File: src/rtl/sou_pkg.sv
package sou_pkg;
  typedef enum logic [1:0] {
    SLOT_FREE   = 2'd0,
    SLOT_WAIT   = 2'd1,
    SLOT_ISSUED = 2'd2
  } slot_state_e;
endpackage

File: src/rtl/sou_age_matrix.sv
// Relative-age bookkeeping: older_o[i][j] = 1 when slot j entered before slot i.
module sou_age_matrix #(
  parameter int DEPTH = 8
) (
  input  logic                             clk,
  input  logic                             rst_n,
  input  logic [DEPTH-1:0]                 alloc_i,
  input  logic [DEPTH-1:0]                 occ_i,
  output logic [DEPTH-1:0][DEPTH-1:0]      older_o
);
  logic [DEPTH-1:0][DEPTH-1:0] age_q, age_n;
  logic                        age_en;

  assign age_en = |alloc_i;

  always_comb begin
    for (int i = 0; i < DEPTH; i++) begin
      if (alloc_i[i]) age_n[i] = occ_i & ~alloc_i;
      else            age_n[i] = age_q[i] & ~alloc_i;
    end
  end

  always_ff @(posedge clk or negedge rst_n) begin
    if (!rst_n)      age_q <= '0;
    else if (age_en) age_q <= age_n;
  end

  assign older_o = age_q;
endmodule

File: src/rtl/sou_hazard.sv
// Decides which waiting slots satisfy the release and sequential-domain rules.
module sou_hazard #(
  parameter int DEPTH = 8,
  parameter int DOMW  = 2
) (
  input  logic [DEPTH-1:0]            wait_i,
  input  logic [DEPTH-1:0]            occ_i,
  input  logic [DEPTH-1:0]            uc_i,
  input  logic [DEPTH-1:0]            rel_i,
  input  logic [DEPTH-1:0][DOMW-1:0]  dom_i,
  input  logic [DEPTH-1:0][DEPTH-1:0] older_i,
  output logic [DEPTH-1:0]            ok_o
);
  logic [DEPTH-1:0] rel_blk, seq_blk;

  always_comb begin
    for (int i = 0; i < DEPTH; i++) begin
      rel_blk[i] = |(older_i[i] & occ_i);
      seq_blk[i] = 1'b0;
      for (int j = 0; j < DEPTH; j++) begin
        if (older_i[i][j] && occ_i[j] && uc_i[j] && (dom_i[j] == dom_i[i]))
          seq_blk[i] = 1'b1;
      end
      ok_o[i] = wait_i[i]
              & ~(rel_i[i] & rel_blk[i])
              & ~(uc_i[i] & seq_blk[i]);
    end
  end
endmodule

File: src/rtl/sou_oldest_pick.sv
// One-hot choice of the oldest candidate, plus its encoded index.
module sou_oldest_pick #(
  parameter int DEPTH = 8,
  parameter int TAGW  = 3
) (
  input  logic [DEPTH-1:0]            cand_i,
  input  logic [DEPTH-1:0][DEPTH-1:0] older_i,
  output logic [DEPTH-1:0]            gnt_o,
  output logic                        any_o,
  output logic [TAGW-1:0]             idx_o
);
  always_comb begin
    idx_o = '0;
    for (int i = 0; i < DEPTH; i++) begin
      gnt_o[i] = cand_i[i] & ~|(older_i[i] & cand_i);
      if (gnt_o[i]) idx_o = TAGW'(i);
    end
    any_o = |gnt_o;
  end
endmodule

File: src/rtl/store_order_unit.sv
module store_order_unit #(
  parameter  int DEPTH = 8,
  parameter  int AW    = 32,
  parameter  int DW    = 32,
  parameter  int DOMW  = 2,
  localparam int TAGW  = (DEPTH > 1) ? $clog2(DEPTH) : 1
) (
  input  logic            clk,
  input  logic            rst_n,
  input  logic            in_valid,
  output logic            in_ready,
  input  logic [AW-1:0]   in_addr,
  input  logic [DW-1:0]   in_data,
  input  logic            in_uc,
  input  logic            in_rel,
  input  logic [DOMW-1:0] in_dom,
  output logic            cc_valid,
  output logic [AW-1:0]   cc_addr,
  output logic [DW-1:0]   cc_data,
  output logic [TAGW-1:0] cc_tag,
  input  logic            cc_ack,
  input  logic [TAGW-1:0] cc_ack_tag,
  output logic            uc_valid,
  output logic [AW-1:0]   uc_addr,
  output logic [DW-1:0]   uc_data,
  output logic [DOMW-1:0] uc_dom,
  output logic [TAGW-1:0] uc_tag,
  input  logic            uc_ack,
  input  logic [TAGW-1:0] uc_ack_tag
);
  import sou_pkg::*;

  slot_state_e                 st_q [DEPTH];
  slot_state_e                 st_n [DEPTH];
  logic [AW-1:0]               addr_q [DEPTH];
  logic [DW-1:0]               data_q [DEPTH];
  logic [DEPTH-1:0]            uc_q, rel_q;
  logic [DEPTH-1:0][DOMW-1:0]  dom_q;

  logic [DEPTH-1:0]            occ, waiting, free_pick, take, ok;
  logic [DEPTH-1:0]            cc_cand, uc_cand, cc_gnt, uc_gnt, retire;
  logic [DEPTH-1:0][DEPTH-1:0] older;
  logic                        accept;

  // slot status
  always_comb begin
    for (int i = 0; i < DEPTH; i++) begin
      occ[i]     = (st_q[i] != SLOT_FREE);
      waiting[i] = (st_q[i] == SLOT_WAIT);
    end
  end

  // lowest free slot takes the next store
  always_comb begin
    logic found;
    found     = 1'b0;
    free_pick = '0;
    for (int i = 0; i < DEPTH; i++) begin
      if (!occ[i] && !found) begin
        free_pick[i] = 1'b1;
        found        = 1'b1;
      end
    end
  end

  assign in_ready = ~&occ;
  assign accept   = in_valid & in_ready;
  assign take     = accept ? free_pick : '0;

  sou_age_matrix #(.DEPTH(DEPTH)) u_age (
    .clk     (clk),
    .rst_n   (rst_n),
    .alloc_i (take),
    .occ_i   (occ),
    .older_o (older)
  );

  sou_hazard #(.DEPTH(DEPTH), .DOMW(DOMW)) u_haz (
    .wait_i  (waiting),
    .occ_i   (occ),
    .uc_i    (uc_q),
    .rel_i   (rel_q),
    .dom_i   (dom_q),
    .older_i (older),
    .ok_o    (ok)
  );

  assign cc_cand = ok & ~uc_q;
  assign uc_cand = ok & uc_q;

  sou_oldest_pick #(.DEPTH(DEPTH), .TAGW(TAGW)) u_pick_cc (
    .cand_i  (cc_cand),
    .older_i (older),
    .gnt_o   (cc_gnt),
    .any_o   (cc_valid),
    .idx_o   (cc_tag)
  );

  sou_oldest_pick #(.DEPTH(DEPTH), .TAGW(TAGW)) u_pick_uc (
    .cand_i  (uc_cand),
    .older_i (older),
    .gnt_o   (uc_gnt),
    .any_o   (uc_valid),
    .idx_o   (uc_tag)
  );

  // acknowledge decode: the tag must name an issued slot of that port
  always_comb begin
    for (int i = 0; i < DEPTH; i++) begin
      retire[i] = (st_q[i] == SLOT_ISSUED) &&
                  (( cc_ack && (cc_ack_tag == TAGW'(i)) && !uc_q[i]) ||
                   ( uc_ack && (uc_ack_tag == TAGW'(i)) &&  uc_q[i]));
    end
  end

  // next state per slot
  always_comb begin
    for (int i = 0; i < DEPTH; i++) begin
      st_n[i] = st_q[i];
      if (take[i])                          st_n[i] = SLOT_WAIT;
      else if (cc_gnt[i] || uc_gnt[i])      st_n[i] = SLOT_ISSUED;
      else if (retire[i])                   st_n[i] = SLOT_FREE;
    end
  end

  always_ff @(posedge clk or negedge rst_n) begin
    if (!rst_n) begin
      for (int i = 0; i < DEPTH; i++) st_q[i] <= SLOT_FREE;
    end else begin
      for (int i = 0; i < DEPTH; i++) st_q[i] <= st_n[i];
    end
  end

  // payload: written only when a slot is filled, no reset needed
  always_ff @(posedge clk) begin
    for (int i = 0; i < DEPTH; i++) begin
      if (take[i]) begin
        addr_q[i] <= in_addr;
        data_q[i] <= in_data;
        uc_q[i]   <= in_uc;
        rel_q[i]  <= in_rel;
        dom_q[i]  <= in_dom;
      end
    end
  end

  assign cc_addr = addr_q[cc_tag];
  assign cc_data = data_q[cc_tag];
  assign uc_addr = addr_q[uc_tag];
  assign uc_data = data_q[uc_tag];
  assign uc_dom  = dom_q[uc_tag];
endmodule

File: config.mk
export PLATFORM = sky130hd
export DESIGN_NAME = store_order_unit
export DESIGN_NICKNAME = d
export VERILOG_FILES = /design/src/rtl/sou_pkg.sv /design/src/rtl/sou_age_matrix.sv /design/src/rtl/sou_hazard.sv /design/src/rtl/sou_oldest_pick.sv /design/src/rtl/store_order_unit.sv
export SDC_FILE = /design/constraint.sdc
export NUM_CORES = 1
export LEC_CHECK = 0
export ABC_AREA = 1
export BUFFER_PORTS_ARGS = -buffer_cell sky130_fd_sc_hd__buf_2
export CELL_PAD_IN_SITES_DETAIL_PLACEMENT = 1
export CELL_PAD_IN_SITES_GLOBAL_PLACEMENT = 1
export CORE_MARGIN = 3
export CORE_UTILIZATION = 42
export CTS_CLUSTER_SIZE = 10
export DETAILED_ROUTE_END_ITERATION = 10
export MAX_ROUTING_LAYER = met4
export PLACE_DENSITY_LB_ADDON = 0.1
export SLEW_MARGIN = 20
export SYNTH_ARGS = -nofsm -noshare
export SYNTH_HDL_FRONTEND = slang
export SYNTH_SLANG_ARGS = --single-unit
File: constraint.sdc
create_clock -name clk -period 7.89 [get_ports clk]
set_input_delay 0.3945 -clock clk [delete_from_list [all_inputs] [get_ports clk]]
set_output_delay 0.3945 -clock clk [all_outputs]
set_load 0.01 [all_outputs]
; ---- After elaboration in Yosys (flattened, before gate mapping)
; Memories as Yosys holds them, arrays and structs flattened.
; Index checks and enable logic that the tools add are counted.
[totals]
elab_cells = 761
mem_count = 2
out_inout_bits = 139
mem_bits_rw = 512
reg_bits = 112
[mem_list]
columns = name, words, width, read_ports, rd_clocked_by_memory_dff, write_ports, line
row1 = addr_q, 8, 32, 2, 0, 1, store_order_unit.sv:35  ; logic [AW-1:0] addr_q [DEPTH];
row2 = data_q, 8, 32, 2, 0, 1, store_order_unit.sv:36  ; logic [DW-1:0] data_q [DEPTH];
[op_classes]
n_bitwise = 102
mux = 185
reduce_logical = 345
magnitude_cmp = 1
n_eq_ne = 86
[op_table]
columns = operator, count
row1 = $mux W32, 14
row2 = $reduce_or A32 Y1, 14
row3 = $and A8 B8 Y8, 35
row4 = $logic_and A1 B1 Y1, 231
row5 = $reduce_or A8 Y1, 27
row6 = $eq A2 B2 Y1, 56
row7 = $mux W1, 110
row8 = $mux W8, 9
row9 = $mux W3, 22
row10 = $mux W2, 29
row11 = $and A1 B1 Y1, 49
row12 = $logic_not A1 Y1, 38
row13 = $eq A3 B3 Y1 const B, 8
row14 = $reduce_bool A3 Y1, 8
row15 = $eq A2 B1 Y1 const B, 8
row16 = $eq A2 B2 Y1 const B, 8
row17 = $logic_or A1 B1 Y1, 16
row18 = $not A1 Y1, 16
row19 = $not A8 Y8, 2
row20 = $reduce_bool A2 Y1, 8
row21 = $eq A3 B2 Y1 const B, 4
row22 = $reduce_and A8 Y1, 1
row23 = $bmux W2 S3, 1
row24 = $eq A3 B1 Y1 const B, 2
row25 = 2 further kinds, 3

; ---- Longest topological paths before layout
[depth]
word_depth = 33
ltp_mapped = 28
depth_no_buf = 25

; ---- Modules after synthesis
; Synthesis repeated with hierarchy kept, for this count alone.
[hier_totals]
cells_unflattened = 3825
hier_area_um2 = 32765.2
[by_module_without_submodules]
columns = mod, seq_area_each_um2, area_per_inst_um2, cells_each, instances
row1 = store_order_unit, 16736.1, 26813.2, 2782, 1
row2 = sou_age_matrix, 1601.5, 2623.8, 297, 1
row3 = sou_hazard, 0.0, 2104.5, 468, 1
row4 = sou_oldest_pick, 0.0, 611.8, 139, 2

; ---- Worst setup path after synthesis
; Ideal clock, no wire load.
[synth_timing]
path_type = register to register
startpoint = register st_q[12] (netlist bit)
endpoint = register u_age.age_q (netlist bit u_age.older_o[3])
t_arrival_ns = 7.533
n_path_buf = 2
stages_incl_launch_ff = 21
period_less_slack_ns = 7.666
path_slack_ns = 0.224
setup_time_ns = 0.132
path_cell_list = dfrtp_1 inv_2 nand2_2 buf_2 inv_1 nor2_1 inv_1 nor2_1 inv_1 nor2_1 nand2_1 nor2_1 inv_1 nor2_1 nand2_1 nand2_1 nor3_1 inv_1 buf_2 nand3_1 o21ai_0
[synth_rtl]
columns = element, line
row1 = start: declaration, store_order_unit.sv:33  ; slot_state_e st_q [DEPTH];
row2 = $reduce_bool A2 Y1 *, store_order_unit.sv:48  ; occ[i] = (st_q[i] != SLOT_FREE);
row3 = $reduce_and A8 Y1 *, store_order_unit.sv:66  ; assign in_ready = ~&occ;
row4 = $logic_not A1 Y1 *, store_order_unit.sv:66
row5 = named net in_ready, store_order_unit.sv:11  ; output logic in_ready,
row6 = $and A1 B1 Y1 *, store_order_unit.sv:67  ; assign accept = in_valid & in_ready;
row7 = $mux W8 *, store_order_unit.sv:68  ; assign take = accept ? free_pick : '0;
row8 = $not A8 Y8, "sou_age_matrix.sv:18, sou_age_matrix.sv:19"
row9 = "$and A8 B8 Y8, on equally long branches", "sou_age_matrix.sv:19, sou_age_matrix.sv:18"
row10 = $mux W8, sou_age_matrix.sv:18  ; if (alloc_i[i]) age_n[i] = occ_i & ~alloc_i;
row11 = end signal: assignment, sou_age_matrix.sv:25  ; else if (age_en) age_q <= age_n;
row12 = end: declaration, sou_age_matrix.sv:11  ; logic [DEPTH-1:0][DEPTH-1:0] age_q, age_n;
; Mark *: on every way through the listed nets, which the timed path passes. The rest lies on a longest branch.
; A chain may end at the register's enable or synchronous reset.

; ---- Worst setup path in the final report
[layout_timing]
startpoint = register st_q[6] (netlist bit)
endpoint = output port uc_dom[1]
[layout_between]
elab_chain_cells = 25
[layout_rtl]
columns = element, line
row1 = $reduce_bool A2 Y1, store_order_unit.sv:48
row2 = $logic_and A1 B1 Y1 (3 in series), sou_hazard.sv:21  ; if (older_i[i][j] && occ_i[j] && uc_i[j] && (dom_i[j] == dom_i[i]))
row3 = $mux W1 (4 in series), sou_hazard.sv:21
row4 = $and A1 B1 Y1, sou_hazard.sv:26  ; & ~(uc_i[i] & seq_blk[i]);
row5 = $not A1 Y1, sou_hazard.sv:26
row6 = $and A1 B1 Y1, sou_hazard.sv:26
row7 = $and A8 B8 Y8 *, store_order_unit.sv:89  ; assign uc_cand = ok & uc_q;
row8 = $and A8 B8 Y8, sou_oldest_pick.sv:15  ; gnt_o[i] = cand_i[i] & ~|(older_i[i] & cand_i);
row9 = $reduce_or A8 Y1, sou_oldest_pick.sv:15
row10 = $logic_not A1 Y1, sou_oldest_pick.sv:15
row11 = $and A1 B1 Y1, sou_oldest_pick.sv:15
row12 = $mux W1, sou_oldest_pick.sv:16  ; if (gnt_o[i]) idx_o = TAGW'(i);
row13 = $mux W2 (2 in series), sou_oldest_pick.sv:16
row14 = $mux W3 (3 in series), sou_oldest_pick.sv:16
row15 = $mux W3 *, sou_oldest_pick.sv:16
row16 = $bmux W2 S3 *, store_order_unit.sv:151  ; assign uc_dom = dom_q[uc_tag];
row17 = $mux W2 (not written as such) *, store_order_unit.sv:151
row18 = end: declaration, store_order_unit.sv:26  ; output logic [DOMW-1:0] uc_dom,
; Every way passes the cells marked *; elsewhere a longest branch is shown, timed or not. The select of a mux whose other input is x is not followed.

==> impl_metrics.toml <==
[timing]
fin_crit_sh_pct = 85.4
period_needed_ns = 6.74
setup-tns-final_ns = 0
final_count_of_pins_violating_max_slew = 0
tightestPinTransition_ns = 1.14
post_layout_worst_setup_margin_ns = 1.15
max_freq_mhz = 148
final-setup-viol-count = 0
rsz0062_at_grt = "no"
fin_worst_skew_ns = 0.0329
hold_violations = 0
slew_headroom_pct = 24.1

[die]
core.rowCount = 106
fp.dieArea_um2 = 89400
die_h_um = 299
core_region_area_um2 = 84400
start_util_pct = 42.7
die_width_um = 299
ios = 218

[pwr]
vdd_ir_drop_max_v = 0.000181
p_per_area_nw_per_um2 = 176
power_leakage_nw = 18.8

[setup_path]
critPathSlowestCell = "buf_4"
critPathArrivalTime_ns = 6.34
critical_path.reg2reg.startpoint = "st_q[12]$_DFFE_PN0P_"
worstRegToRegCells = 18
cp_top_family = "simple AND/OR/NAND/NOR gates"
worst-path-stages = 19
cp.buffers_inverters = 4
path_max_fanout = 113
critPathCaptureType = "output pin"
setup.worst_path.class = "flip-flop to output pin"
rr_endpoint = "addr_q[1][31]$_DFFE_PP_"
critical_path_required_ns = 7.50
timing.critical_path.mode_cell = "nand2_1"
critical_path.startpoint_type = "flip-flop"
timing.critical_path.cells = "inv_2 > nand2_2 > nand2_1 > o21ai_0 > nor2_1 > nand2_1 > a21boi_1 > nand3_1 > o22ai_1 > nor2_1 > nand2_8 > buf_4 > buf_4 > nand3_1 > nand3_1 > nand2_1 > nand2_1 > nand2_1 > buf_2"
cpPeakStageDelay_ns = 0.97
r2r_setup_slack_ns = 3.15

[placement]
post_dp_cell_area_um2 = 37400
gp_routability_congestion = 0.999
io_buffers = 217
post-dp-hpwl_mm = 79.1
placement.setup.worst_slack_ns = 1.90

[drt]
route.detailed.drc = 0
drt_via_density = 5.54
num_vias = 32853
tritonroute_pass_1_iters = 5
postRouteAntennaNets = 0
detail_route.wl_per_cell_um = 23.1
drt-total-wl_mm = 137
drt_iter0_drc = 2607

[logic_synthesis]
postSynth.topFlopCell = "edfxtp_1"
postSynth.asyncResetShare_pct = 12.8
yosysSeqAreaShare_pct = 50.9
post_synth_inst_count = 4682
yosys_warnings = 0
number_of_flops_mapped_to_enable_cells_by_yosys = 544
yosys.area.top_type = "edfxtp_1"
netlist.area_leader.share_pct = 45.3
syn_nets = 4761
synth_seq_cells = 624
synth.cell_area_um2 = 36100
synth.top_cells.by_area = "edfxtp_1, nand2_1, nand3_1, inv_1, dfrtp_1"
number_of_distinct_library_cells_after_synthesis = 37
syn-mean-instance-area_um2 = 7.70

[global_routing]
grt_remaining_overflow = 0
grt_max_degree = 179
groute.layer.met3.usage_pct = 4.07
wire_length_of_the_first_global_routing_pass_mm = 207
number_of_global_route_vias_before_repair = 33250
top_usage_layer = "met2"
grt_util_met1_pct = 41.3
met2_usage_pct = 49.5
grt_antenna_before_repair = 12
track_usage_pct = 30.9

[cts]
clock_tree_from_tritoncts = "done"
htree_num_levels = 3
clk-insertion-delay-late_ns = 0.62
clockBufferDepth = 3
resized_after_cts = 0
cts_root_buffer = "clkbuf_16"
cts.clk_slew.worst_paths_ns = 0.06
cts_num_sinks = 624
cts_inserted_buffers = 78

[flow_run]
timing.max_cap.violations = 0

[final_layout]
mostFrequentLayoutCell = "nand2_1"
area.growth.synth_to_final_pct = 10.2
postLayoutCoreUtil_pct = 47.1
nets = 4809
layout_common_cells = "nand2_1, nand3_1, inv_1, edfxtp_1, buf_2"
fin_area_um2 = 39700
layout_cells_sized_above_1_pct = 8.97

[run_status]
outcome = "finished clean"

[worst_hold_path]
holdPathStages = 1
destination_of_the_worst_hold_path = "data_q[1][19]$_DFFE_PP_"
hp-class = "input pin to flip-flop"
timing.hold.worst.start = "in_data[19]"
[metrics by stage]
stage	cells	hold WS [ns]	total power, mW
6_report	5931	0.0430	7.01
4_1_cts	5919	0.0102	7.07
3_3_place_gp	5783	0.410	3.73
2_1_floorplan	4682	0.0989	3.66
5_1_grt	5927	0.0313	7.22
3_5_place_dp	5783	0.412	3.73
[routing by layer]
metal / share of wire, % / wire (µm)
met5: 0 / 0
met4: 2.7 / 3640
met3: 6.6 / 9070
met2: 47 / 64100
met1: 44 / 60300
[cell families (layout without fill, tap and decap cells)]
logic type | count (synthesis) | in the layout | synth area share [%]
buf+inv | 956 | 1059 | 11.7
simple gates | 2958 | 2958 | 35.0
compound gates | 137 | 137 | 2.28
xor+xnor | 7 | 7 | 0.170
other cells | 0 | 12 | 0
flops | 624 | 624 | 50.9
[power by group]
part / leakage (nW) / total (mW) / internal (mW) / switching [mW]
clock: 1.12 / 3.35 / 1.94 / 1.41
combinational: 11.9 / 0.0750 / 0.0170 / 0.0579
sequential: 5.79 / 3.59 / 3.59 / 0.00118
total: 18.8 / 7.01 / 5.55 / 1.47
[synthesized netlist by cell type, types with 6 or more instances]
cell type and instances:
nand2_1 1604, nand3_1 1134, inv_1 626, edfxtp_1 544, nor2_1 175, buf_2 141
clkbuf_1 81, dfrtp_1 80, buf_6 48, o21ai_0 45, a21oi_1 32, inv_2 31
o22ai_1 26, buf_4 20, nand2_2 15, nor3_1 14, o211ai_1 9, nor2_2 8
o21ai_1 8, xnor2_1 7, buf_1 6
[registers in the layout (all words and copies together) (netlist names), named ones only]
name and cells:
st_q 16, data_q 256, addr_q 256, dom_q 16, u_age.older_o 56, rel_q 8, uc_q 8
[how the worst max path moves through the flow]
| stage | startpoint | to | slack, ns |
|---|---|---|---|
| global route | st_q[6]$_DFFE_PN0P_ | uc_addr[30] | 0.87 |
| detailed placement | st_q[6]$_DFFE_PN0P_ | uc_dom[1] | 1.90 |
| global placement | st_q[6]$_DFFE_PN0P_ | uc_dom[0] | 1.89 |
| floorplan | st_q[12]$_DFFE_PN0P_ | u_age.older_o[3]$_DFFE_PN0P_ | 0.22 |
| finish | st_q[6]$_DFFE_PN0P_ | uc_dom[1] | 1.15 |
| CTS | st_q[0]$_DFFE_PN0P_ | uc_dom[1] | 1.23 |
[what timing repair did]
| item | 4_1_cts | 5_1_grt |
|---|---|---|
| buffers inserted | 0 | 0 |
| hold buffers | 1 | 0 |
| hold endpoints to repair | 34 | 0 |
[worst register-to-register path, stage by stage (launching register included)]
cell and delay [ns]:
dfrtp_1 0.39, inv_2 0.08, nand2_2 0.26, inv_1 0.16, nor2_1 0.05, inv_1 0.15
nor2_1 0.06, inv_1 0.13, nor2_1 0.08, nand2_1 0.13, nor2_1 0.06, inv_1 0.08
nor2_1 0.07, nand2_1 0.12, nand2_1 0.24, inv_1 0.24, nand2_1 0.47, inv_4 0.66
buf_4 0.84
[final cells by class]
type | instances | area [µm²]
Antenna cell | 12 | 30.0
Clock buffer | 118 | 2190
Clock inverter | 17 | 131
Fill cell | 10443 | 44600
Inverter | 660 | 2500
Multi-Input combinational cell | 3102 | 13600
Sequential cell | 624 | 18300
Tap cell | 1134 | 1420
Timing Repair Buffer | 264 | 1490
(Power assumes the default switching activity.)
